File: src/rtl/cke_pd_pkg.sv
// Shared types for the CKE power-down controller.
package cke_pd_pkg;
    typedef enum logic {
        PD_MODE_CHAN = 1'b0,   // both pins follow whole-channel idleness
        PD_MODE_CS   = 1'b1    // each pin follows its own chip-select half
    } pd_mode_e;
endpackage

File: src/rtl/cke_quiet_map.sv
// Maps per-chip-select activity onto the quiet condition of each CKE pin.
// Assumes NUM_CS is even; the lower half belongs to pin 0, upper to pin 1.
module cke_quiet_map
    import cke_pd_pkg::*;
#(
    parameter int NUM_CS = 4
) (
    input  logic              pd_en_i,
    input  pd_mode_e          mode_i,
    input  logic [NUM_CS-1:0] pending_i,
    input  logic [NUM_CS-1:0] closed_i,
    output logic [1:0]        quiet_o
);
    localparam int HALF = NUM_CS / 2;

    logic [1:0] grp_idle;
    logic       chan_idle;

    generate
        for (genvar g = 0; g < 2; g++) begin : g_grp
            // Group idle: no pending work and every page closed in this half.
            always_comb begin
                grp_idle[g] = ~|pending_i[g*HALF +: HALF] & (&closed_i[g*HALF +: HALF]);
            end
            // Select the granularity and apply the power-down enable.
            always_comb begin
                quiet_o[g] = pd_en_i & ((mode_i == PD_MODE_CS) ? grp_idle[g] : chan_idle);
            end
        end
    endgenerate

    // Whole-channel idleness is the conjunction of both halves.
    always_comb chan_idle = &grp_idle;
endmodule

File: src/rtl/cke_group.sv
// One CKE pin: qualifies idleness with a counter, drops the pin, wakes it
// on demand and holds ready low for the exit latency. Assumes the quiet
// input is already gated by the power-down enable.
module cke_group #(
    parameter int IDLE_W = 8,
    parameter int XP_W   = 4
) (
    input  logic              clk,
    input  logic              rst_n,
    input  logic              quiet_i,
    input  logic              clr_i,
    input  logic [IDLE_W-1:0] idle_lim_i,
    input  logic [XP_W-1:0]   exit_lat_i,
    output logic              cke_o,
    output logic              ready_o,
    output logic              pd_o
);
    logic              cke_q;
    logic [IDLE_W-1:0] idle_cnt;
    logic [XP_W-1:0]   xp_cnt;
    logic              drop;

    // Entry decision: pin high, no restart, quiet, qualification complete.
    always_comb drop = cke_q & ~clr_i & quiet_i & (idle_cnt >= idle_lim_i);

    // Pin state, idle qualification and exit-latency countdown.
    always_ff @(posedge clk) begin
        if (!rst_n) begin
            cke_q    <= 1'b1;
            idle_cnt <= '0;
            xp_cnt   <= '0;
        end else if (cke_q) begin
            if (drop) begin
                cke_q    <= 1'b0;
                idle_cnt <= '0;
                xp_cnt   <= '0;
            end else begin
                if (clr_i || !quiet_i) idle_cnt <= '0;
                else                   idle_cnt <= idle_cnt + 1'b1;
                if (xp_cnt != '0)      xp_cnt   <= xp_cnt - 1'b1;
            end
        end else if (!quiet_i) begin
            cke_q    <= 1'b1;
            idle_cnt <= '0;
            xp_cnt   <= exit_lat_i;
        end
    end

    // Outputs: ready once the pin is up and the exit window has elapsed.
    always_comb begin
        cke_o   = cke_q;
        pd_o    = ~cke_q;
        ready_o = cke_q & (xp_cnt == '0);
    end


    fall_chk: assert property (@(posedge clk) disable iff (!rst_n)
        $fell(cke_q) |-> $past(quiet_i));

    wake_chk: assert property (@(posedge clk) disable iff (!rst_n)
        (!cke_q && !quiet_i) |=> cke_q);

    exit_wait_chk: assert property (@(posedge clk) disable iff (!rst_n)
        ($rose(cke_q) && $past(exit_lat_i) != '0) |-> !ready_o);
endmodule

File: src/rtl/cke_pd_ctrl.sv
// Top of the CKE power-down controller for one DRAM channel with two CKE
// pins. Latches the granularity only while both pins are up, derives the
// per-pin quiet condition and runs one pin controller per CKE.
module cke_pd_ctrl
    import cke_pd_pkg::*;
#(
    parameter int NUM_CS = 4,
    parameter int IDLE_W = 8,
    parameter int XP_W   = 4
) (
    input  logic              clk,
    input  logic              rst_n,
    input  logic              pd_en,
    input  logic              cs_mode,
    input  logic [NUM_CS-1:0] cs_pending,
    input  logic [NUM_CS-1:0] cs_closed,
    input  logic [IDLE_W-1:0] idle_limit,
    input  logic [XP_W-1:0]   exit_lat,
    output logic [1:0]        cke,
    output logic [1:0]        pd_state,
    output logic [1:0]        ready
);
    pd_mode_e   mode_q;
    pd_mode_e   mode_req;
    logic [1:0] quiet;
    logic       both_up;
    logic       mode_clr;

    // Decode the requested mode and detect a load that changes it.
    always_comb begin
        mode_req = pd_mode_e'(cs_mode);
        both_up  = &cke;
        mode_clr = both_up & (mode_req != mode_q);
    end

    // Mode latch: follows the request only while both pins are high.
    always_ff @(posedge clk) begin
        if (!rst_n)       mode_q <= PD_MODE_CHAN;
        else if (both_up) mode_q <= mode_req;
    end

    cke_quiet_map #(.NUM_CS(NUM_CS)) u_map (
        .pd_en_i   (pd_en),
        .mode_i    (mode_q),
        .pending_i (cs_pending),
        .closed_i  (cs_closed),
        .quiet_o   (quiet)
    );

    generate
        for (genvar g = 0; g < 2; g++) begin : g_pin
            cke_group #(.IDLE_W(IDLE_W), .XP_W(XP_W)) u_grp (
                .clk        (clk),
                .rst_n      (rst_n),
                .quiet_i    (quiet[g]),
                .clr_i      (mode_clr),
                .idle_lim_i (idle_limit),
                .exit_lat_i (exit_lat),
                .cke_o      (cke[g]),
                .ready_o    (ready[g]),
                .pd_o       (pd_state[g])
            );
        end
    endgenerate


    mode_hold_chk: assert property (@(posedge clk) disable iff (!rst_n)
        !(cke[0] && cke[1]) |=> $stable(mode_q));

    chan_pair_chk: assert property (@(posedge clk) disable iff (!rst_n)
        (mode_q == PD_MODE_CHAN) |-> (cke[0] == cke[1]));
endmodule

File: config.mk
export PLATFORM = sky130hd
export DESIGN_NAME = cke_pd_ctrl
export DESIGN_NICKNAME = d
export VERILOG_FILES = /design/src/rtl/cke_pd_pkg.sv /design/src/rtl/cke_quiet_map.sv /design/src/rtl/cke_group.sv /design/src/rtl/cke_pd_ctrl.sv
export SDC_FILE = /design/constraint.sdc
export NUM_CORES = 1
export LEC_CHECK = 0
export BUFFER_PORTS_ARGS = -buffer_cell sky130_fd_sc_hd__buf_2
export CORE_ASPECT_RATIO = 0.6
export CORE_MARGIN = 3
export CORE_UTILIZATION = 57
export DETAILED_ROUTE_END_ITERATION = 8
export PLACE_DENSITY = 0.8
export SETUP_SLACK_MARGIN = 0.1
export SYNTH_ARGS = -nofsm -noshare
export SYNTH_HDL_FRONTEND = slang
export SYNTH_SLANG_ARGS = --single-unit
File: constraint.sdc
create_clock -name clk -period 2.1 [get_ports clk]
set_input_delay 0.21 -clock clk [delete_from_list [all_inputs] [get_ports clk]]
set_output_delay 0.21 -clock clk [all_outputs]
set_load 0.01 [all_outputs]
Word level (Yosys, flattened, before mapping). Index checks and enable logic that the tools add are counted. W data, S select, Z words.

Reduce and logical (&&, ||, !) cells: 18. Bitwise operators: 16. Mux-type cells: 24. Order comparisons: 2. Eq/ne operators: 5. Add/subtract/negate cells: 4.

Operators with widths (number): $mux W8 (8); $mux W4 (8); $add A8 B1 Y8 const B (2); $ge A8 B8 Y1 (2); $and A1 B1 Y1 (13); $reduce_and A2 Y1 (6); $logic_not A4 Y1 (2); $mux W1 (8); $reduce_bool A4 Y1 (2); $sub A4 B1 Y4 const B (2); $ne A3 B3 Y1 const B (2); $logic_not A1 Y1 (4); $ne A2 B2 Y1 const B (2); $reduce_or A2 Y1 (2); $not A1 Y1 (3); $logic_or A1 B1 Y1 (2); $ne A1 B1 Y1 (1).

Logic and storage cells: 76. Output and inout port bits: 6. Input port bits: 24. Register bits after elaboration: 27.

Depth between registers and ports, before layout. Gate-level depths: netlist of the first run.

Word-level depth: 11. Mapped depth: 8.

By module. A second synthesis of the first run with hierarchy kept.

Cell total of the unflattened synthesis: 247. Area, all modules: 1923.1 um^2.

By module, submodules not included: cke_group (area each 912.1 um^2, seq. area each 260.2 um^2, cells each 118, times used 2); cke_pd_ctrl (area each 53.8 um^2, seq. area each 20.0 um^2, cells each 7, times used 1); cke_quiet_map (area each 45.0 um^2, seq. area each 0.0 um^2, cells each 4, times used 1).

Worst setup path after synthesis of the first run. Ideal clock, no wire load.

Path kind: register to register. Start point: register g_pin[0].u_grp.idle_cnt[2]. End point: register g_pin[0].u_grp.idle_cnt[2]. Stages on the path, launching flop included: 7. Setup slack: 0.332 ns. Data required time: 2.028 ns. Path buffers: 0. Setup time: 0.072 ns. Arrival time: 1.697 ns. Clock period less this slack: 1.768 ns. Path through: dfxtp_1 -> ha_1 -> a211oi_2 -> o21ai_2 -> a2111oi_4 -> a31oi_1 -> mux2i_1.

Cells in the longest elaborated chain, start to end: 4.

Ends and longest elaborated chain: start: declaration (line cke_group.sv:19) `logic [IDLE_W-1:0] idle_cnt;`; start signal: assignment (line cke_group.sv:39) `else idle_cnt <= idle_cnt + 1'b1;`; $add A8 B1 Y8 / $ge A8 B8 Y1 (equally long branches) (line cke_group.sv:39, cke_group.sv:24); $mux W8 / $and A1 B1 Y1 (equally long branches) (line cke_group.sv:38, cke_group.sv:24); $mux W8 (*) (line cke_group.sv:33) `if (drop) begin`; $mux W8 (*) (line cke_group.sv:32) `end else if (cke_q) begin`.

Every way passes the cells marked *; elsewhere a longest branch is shown, timed or not. A chain may end at the register's enable or synchronous reset.

Worst setup path after layout of the first run.
Start point: register g_pin[1].u_grp.idle_cnt[2]. End point: register g_pin[1].u_grp.xp_cnt[0].

Cells in the longest elaborated chain, start to end: 4.

Ends and longest elaborated chain: start: declaration (line cke_group.sv:19); start signal: assignment (line cke_group.sv:39); $ge A8 B8 Y1 (*) (line cke_group.sv:24) `always_comb drop = cke_q & ~clr_i & quiet_i & (idle_cnt >= idle_lim_i);`; $and A1 B1 Y1 (*) (line cke_group.sv:24); $ne A3 B3 Y1 (no line) / $mux W4 (equally long branches); $reduce_and A2 Y1 (no line) / $mux W4 (equally long branches); end signal: assignment (line cke_group.sv:40) `if (xp_cnt != '0) xp_cnt <= xp_cnt - 1'b1;`; end signal: assignment (line cke_group.sv:45) `xp_cnt <= exit_lat_i;`; end: declaration (line cke_group.sv:20) `logic [XP_W-1:0] xp_cnt;`.

Marks and branches as above.

==> results_dict.tcl, run 1 <==
set metrics [dict create \
    worst_pin_slew_ps 497 \
    core_um2 3080 \
    grt_usage 0.224 \
    cts.htree.levels 1 \
    p_per_area_nw_per_um2 670 \
    final-max-slew-violation-count 0 \
    die_area_um2 4210 \
    routedLengthMet1_um 2270 \
    synth_common_cells "36 x nand2_1, 27 x dfxtp_1, 22 x ha_1, 16 x inv_1, 15 x nor2_1" \
    p_leak_nw 0.975 \
    holdBufCountCts 0 \
    outcome "complete, no violations" \
    path_class "flip-flop to flip-flop" \
    ir_drop_uv 666 \
    wl_met3_um 236 \
    fin_ws_ps 141 \
    clockBufferDepth 2 \
    routed_via_density 5.68 \
    cp-start-kind "flip-flop" \
    wire_per_inst_um 14.1 \
    gp_congestion 0.851 \
    fmax_mhz 510 \
    start_util 0.639 \
    rows 15 \
    cts_resized 1 \
    grt_pass1_wl_um 7290 \
    async_flop_share 0 \
    num_vias 1813 \
    ys_seq_area_frac 0.275 \
    highest_layer "met4" \
    fin_worst_skew_ps 6.26 \
    cp_data_required_time_ps 2260 \
    post_cts_buffers 0 \
    maxSlewHeadroom 0.667 \
    pre_cts_ws_ps 128 \
    grt_max_degree 22 \
    yosysMostFrequentCell "nand2_1" \
    clk_latency_ps 270 \
    maxCapViolCount 0 \
    rsz0062_at_grt "true" \
    hp-class "primary input to flip-flop" \
    grt_pass1_vias 1543 \
    grt_overflow 0 \
    clock-sinks 27 \
    synth_area_leaders "dfxtp_1 27%, ha_1 14%, nand2_1 6.9%" \
    synth_top_area_cell "dfxtp_1" \
    hpwlAfterDp_um 3620 \
    chipWidth_um 81.8 \
    drcViolationCount 0 \
    syn_nets 292 \
    critPathArrivalTime_ps 2120 \
    die_y_um 51.5 \
    fin_crit_ps 1960 \
    p_total_mw 1.49 \
    cts-buffers-inserted 3 \
    tns_ps 0 \
    post-route-period-util 0.933 \
    synthCells 246 \
    end_kind "flip-flop" \
    first_iter_violations 118 \
    drive_gt1_frac 0.206 \
    met2_wirelength_um 2000 \
    antennaDiodeCount 0 \
    yosysWarningCount 0 \
    setup_viol 0 \
    synth.avg_cell_area_um2 8.00 \
    netlist_area_um2 1970 \
    root_buffer "clkbuf_8" \
    path_clk_slew_ps 90 \
    firstDrtPassIters 5 \
    nets 324 \
    synth.distinct_cells 46 \
    synth_ff_type "dfxtp_1" \
    drtAntennaViolNets 0 \
    routed_wl_um 4510 \
    finalHoldViolCount 0 \
    port_buffers 29 \
    ios 30 \
    synth_edf_count 0 \
    antenna_found_initial 0 \
    area_delta_synth_final_pct 13.2 \
    path_max_fanout 7 \
    cts_tree "done" \
    synth_top_area_frac 0.275 \
    ys_ff_latch 27 \
]
[metrics by stage]
stage / cell area (µm²) / std cells / utilization / hold WS, ps
finish: 2230 / 319 / 0.724 / 291
global route: 2230 / 319 / 0.724 / 333
global placement: 2170 / 315 / 0.707 / 482
detailed placement: 2170 / 315 / 0.707 / 489
CTS: 2220 / 319 / 0.722 / 295
floorplan: 1970 / 246 / - / 376
[path summary, 6_finish.rpt]
kind / cells after the start / end / slack [ps] / start
worst max-delay path: 8 / g_pin[1].u_grp.xp_cnt[0]$_SDFFE_PN0P_ / 140 / g_pin[1].u_grp.idle_cnt[2]$_SDFFE_PN0P_
worst min-delay path: 3 / mode_q$_SDFFE_PN0P_ / 290 / cs_mode
worst max register to register: 8 / g_pin[1].u_grp.xp_cnt[0]$_SDFFE_PN0P_ / 140 / g_pin[1].u_grp.idle_cnt[2]$_SDFFE_PN0P_
worst min register to register: 2 / g_pin[0].u_grp.xp_cnt[3]$_SDFFE_PN0P_ / 500 / g_pin[0].u_grp.xp_cnt[3]$_SDFFE_PN0P_
[flip-flops by register name, summed over array words and instances (netlist names)]
register / flops
g_pin.u_grp.xp_cnt: 8
g_pin.u_grp.cke_o: 2
mode_q: 1
g_pin.u_grp.idle_cnt: 16
[cell families (layout without fill, tap and decap cells)]
family | after synthesis | after routing | synth area share
AND/OR/NAND/NOR | 100 | 100 | 0.253
AO/OA/AOI/OAI | 58 | 58 | 0.219
buffers and inverters | 30 | 61 | 0.0712
flip-flops | 27 | 27 | 0.275
adder cells (fa/ha/maj) | 22 | 22 | 0.140
XOR/XNOR | 7 | 7 | 0.0312
multiplexers | 2 | 2 | 0.0102
[where the power goes]
group / internal [mW] / switching [mW]
clock: 0.136 / 0.160
sequential: 0.577 / 0.0553
combinational: 0.269 / 0.296
total: 0.983 / 0.511
[critical path, stage by stage (launching register included)]
cell and delay (ps):
dfxtp_2 360, ha_1 330, a211oi_2 240, o21ai_0 110, a21oi_1 150, buf_4 170, o31ai_1 70, buf_4 160
a221oi_1 260
[layout by cell type (no fill, tap or decap), drive strengths merged, types with 2 or more instances in the layout]
| cell | count |
|---|---|
| inv | 16 |
| and4bb | 2 |
| nor2b | 8 |
| a22o | 3 |
| and3 | 2 |
| mux2i | 2 |
| clkbuf | 4 |
| nor2 | 16 |
| ha | 22 |
| nand2 | 36 |
| o21ai | 16 |
| buf | 41 |
| nand3 | 14 |
| a22oi | 4 |
| nand4 | 5 |
| nor3 | 10 |
| xor2 | 3 |
| a211oi | 3 |
| xnor2 | 4 |
| o31ai | 3 |
| a21oi | 10 |
| dfxtp | 27 |
| o211ai | 7 |
| and2 | 2 |
| o32ai | 2 |
[layer usage]
layer	track usage	up-vias
met4	0.0304	0
met1	0.342	816
met3	0.0415	2
met2	0.332	55
li1	-	940
met5	0	-
[cell type report]
cell class | count | area (µm²)
multi-input combinational | 189 | 1290
fill | 261 | 851
sequential | 27 | 543
timing repair buffer | 41 | 235
inverter | 16 | 60.1
tap | 42 | 52.6
clock buffer | 4 | 45.0
(Power assumes the default switching activity.)
==> run 2: changes to the inputs <==
BUFFER_PORTS_ARGS = -buffer_cell sky130_fd_sc_hd__buf_4   (was -buffer_cell sky130_fd_sc_hd__buf_2)
CELL_PAD_IN_SITES_DETAIL_PLACEMENT = 1   (was unset)
CELL_PAD_IN_SITES_GLOBAL_PLACEMENT = 2   (was unset)
CORE_UTILIZATION = 33   (was 57)
PLACE_DENSITY = unset   (was 0.8)
PLACE_DENSITY_LB_ADDON = 0.1   (was unset)
==> results_dict.tcl, run 2 (synthesis results as in run 1) <==
set metrics [dict create \
    holdBufCountCts 0 \
    path_max_fanout 6 \
    ff2ff_setup_slack_ps 220 \
    num_vias 1820 \
    antennaDiodeCount 0 \
    ios 30 \
    path_class "flip-flop to flip-flop" \
    root_buffer "clkbuf_8" \
    clockBufferDepth 2 \
    clk_latency_ps 280 \
    hp-class "primary input to flip-flop" \
    fmax_mhz 533 \
    cts_tree "done" \
    antenna_found_initial 0 \
    fill_cells 703 \
    maxCapViolCount 0 \
    p_total_mw 1.56 \
    nets 331 \
    port_buffers 29 \
    worst_pin_slew_ps 493 \
    drive_gt1_frac 0.225 \
    largest_reg_flops 16 \
    first_iter_violations 35 \
    final-max-slew-violation-count 0 \
    rows 21 \
    routed_wl_um 5510 \
    gp_congestion 0.722 \
    grt_pass1_vias 1770 \
    cts.htree.levels 1 \
    p_per_area_nw_per_um2 649 \
    end_kind "flip-flop" \
    fin_crit_ps 1880 \
    tns_ps 0 \
    seq_power_share 0.404 \
    post-route-period-util 0.894 \
    grt_max_degree 28 \
    core_um2 5680 \
    clkPwrFrac 0.202 \
    routed_via_density 5.00 \
    setup_viol 0 \
    swShare 0.351 \
    area_delta_synth_final_pct 22.1 \
    maxSlewHeadroom 0.669 \
    critPathArrivalTime_ps 2090 \
    finalHoldViolCount 0 \
    die_area_um2 6950 \
    mostFrequentLayoutCells "46 x buf_4, 36 x nand2_1, 26 x dfxtp_1" \
    multi_input_area_um2 1290 \
    firstDrtPassIters 4 \
    fin_worst_skew_ps 5.24 \
    regArea_um2 542 \
    rsz0062_at_grt "true" \
    finalNonFillerCells 364 \
    drtAntennaViolNets 0 \
    grt_pass1_wl_um 9120 \
    drcViolationCount 0 \
    cp_data_required_time_ps 2310 \
    intPower_mw 1.01 \
    timing.hold.ws_ps 218 \
    top_register "g_pin.u_grp.idle_cnt" \
    chipWidth_um 106 \
    grt_usage 0.166 \
    final_common_cell "buf_4" \
    final_util 0.423 \
    die_y_um 65.8 \
    p_leak_nw 1.04 \
    power.switching_mw 0.547 \
    cts-buffers-inserted 3 \
    place_inst 358 \
    power_frac_comb 0.394 \
    hpwlAfterDp_um 4400 \
    wire_per_inst_um 15.1 \
    path_clk_slew_ps 100 \
    grt_overflow 0 \
    cp-start-kind "flip-flop" \
    clock-sinks 27 \
    ir_drop_uv 533 \
    outcome "complete, no violations" \
    start_util 0.347 \
]
-- run 2: metal layers --
layer | vias to the layer above | part of all wire | GRT usage
met5 | - | 0 | 0
met4 | 0 | 0.0058 | 0.0339
met3 | 4 | 0.016 | 0.0322
met2 | 8 | 0.41 | 0.227
met1 | 852 | 0.57 | 0.264
li1 | 956 | - | -
-- run 2: final timing paths --
kind / start / endpoint / cells after the start
worst max-delay path: g_pin[1].u_grp.idle_cnt[2]$_SDFFE_PN0P_ / g_pin[1].u_grp.idle_cnt[4]$_SDFFE_PN0P_ / 7
worst min-delay path: cs_mode / mode_q$_SDFFE_PN0P_ / 3
worst max register to register: g_pin[1].u_grp.idle_cnt[2]$_SDFFE_PN0P_ / g_pin[1].u_grp.idle_cnt[4]$_SDFFE_PN0P_ / 7
worst min register to register: g_pin[0].u_grp.idle_cnt[7]$_SDFFE_PN0P_ / g_pin[0].u_grp.idle_cnt[7]$_SDFFE_PN0P_ / 2
-- run 2: layout make-up --
class | instances | share of cell area
clock buffer | 4 | 0.0188
inverter | 16 | 0.0250
multi-input combinational | 189 | 0.539
timing repair buffer | 48 | 0.151
tap | 80 | 0.0417
sequential | 27 | 0.226
-- run 2: through the flow --
step                area (µm²)  setup WS (ps)
floorplan                 1970            332
global placement          2330            156
detailed placement        2330            119
CTS                       2380            151
global route              2400          -5.87
finish                    2400            222
-- run 2: critical path: stages (launching register included) --
cell and delay, ps:
dfxtp_1 330, ha_1 280, a211oi_1 220, o21ai_0 150, a21oi_2 230, buf_4 180
nand3_1 190, o211ai_1 220
-- run 2: timing repair --
item | CTS | global route
gates resized for setup | 0 | 6
setup buffers | 0 | 1
endpoints found under the setup margin | 0 | 16
-- run 2: power groups by stage --
stage	registers, mW	logic [mW]	clock network, mW
2_1_floorplan	0.628	0.456	0
3_3_place_gp	0.643	0.611	0
3_5_place_dp	0.643	0.611	0
4_1_cts	0.631	0.617	0.328
5_1_grt	0.642	0.696	0.341
6_report	0.630	0.614	0.315
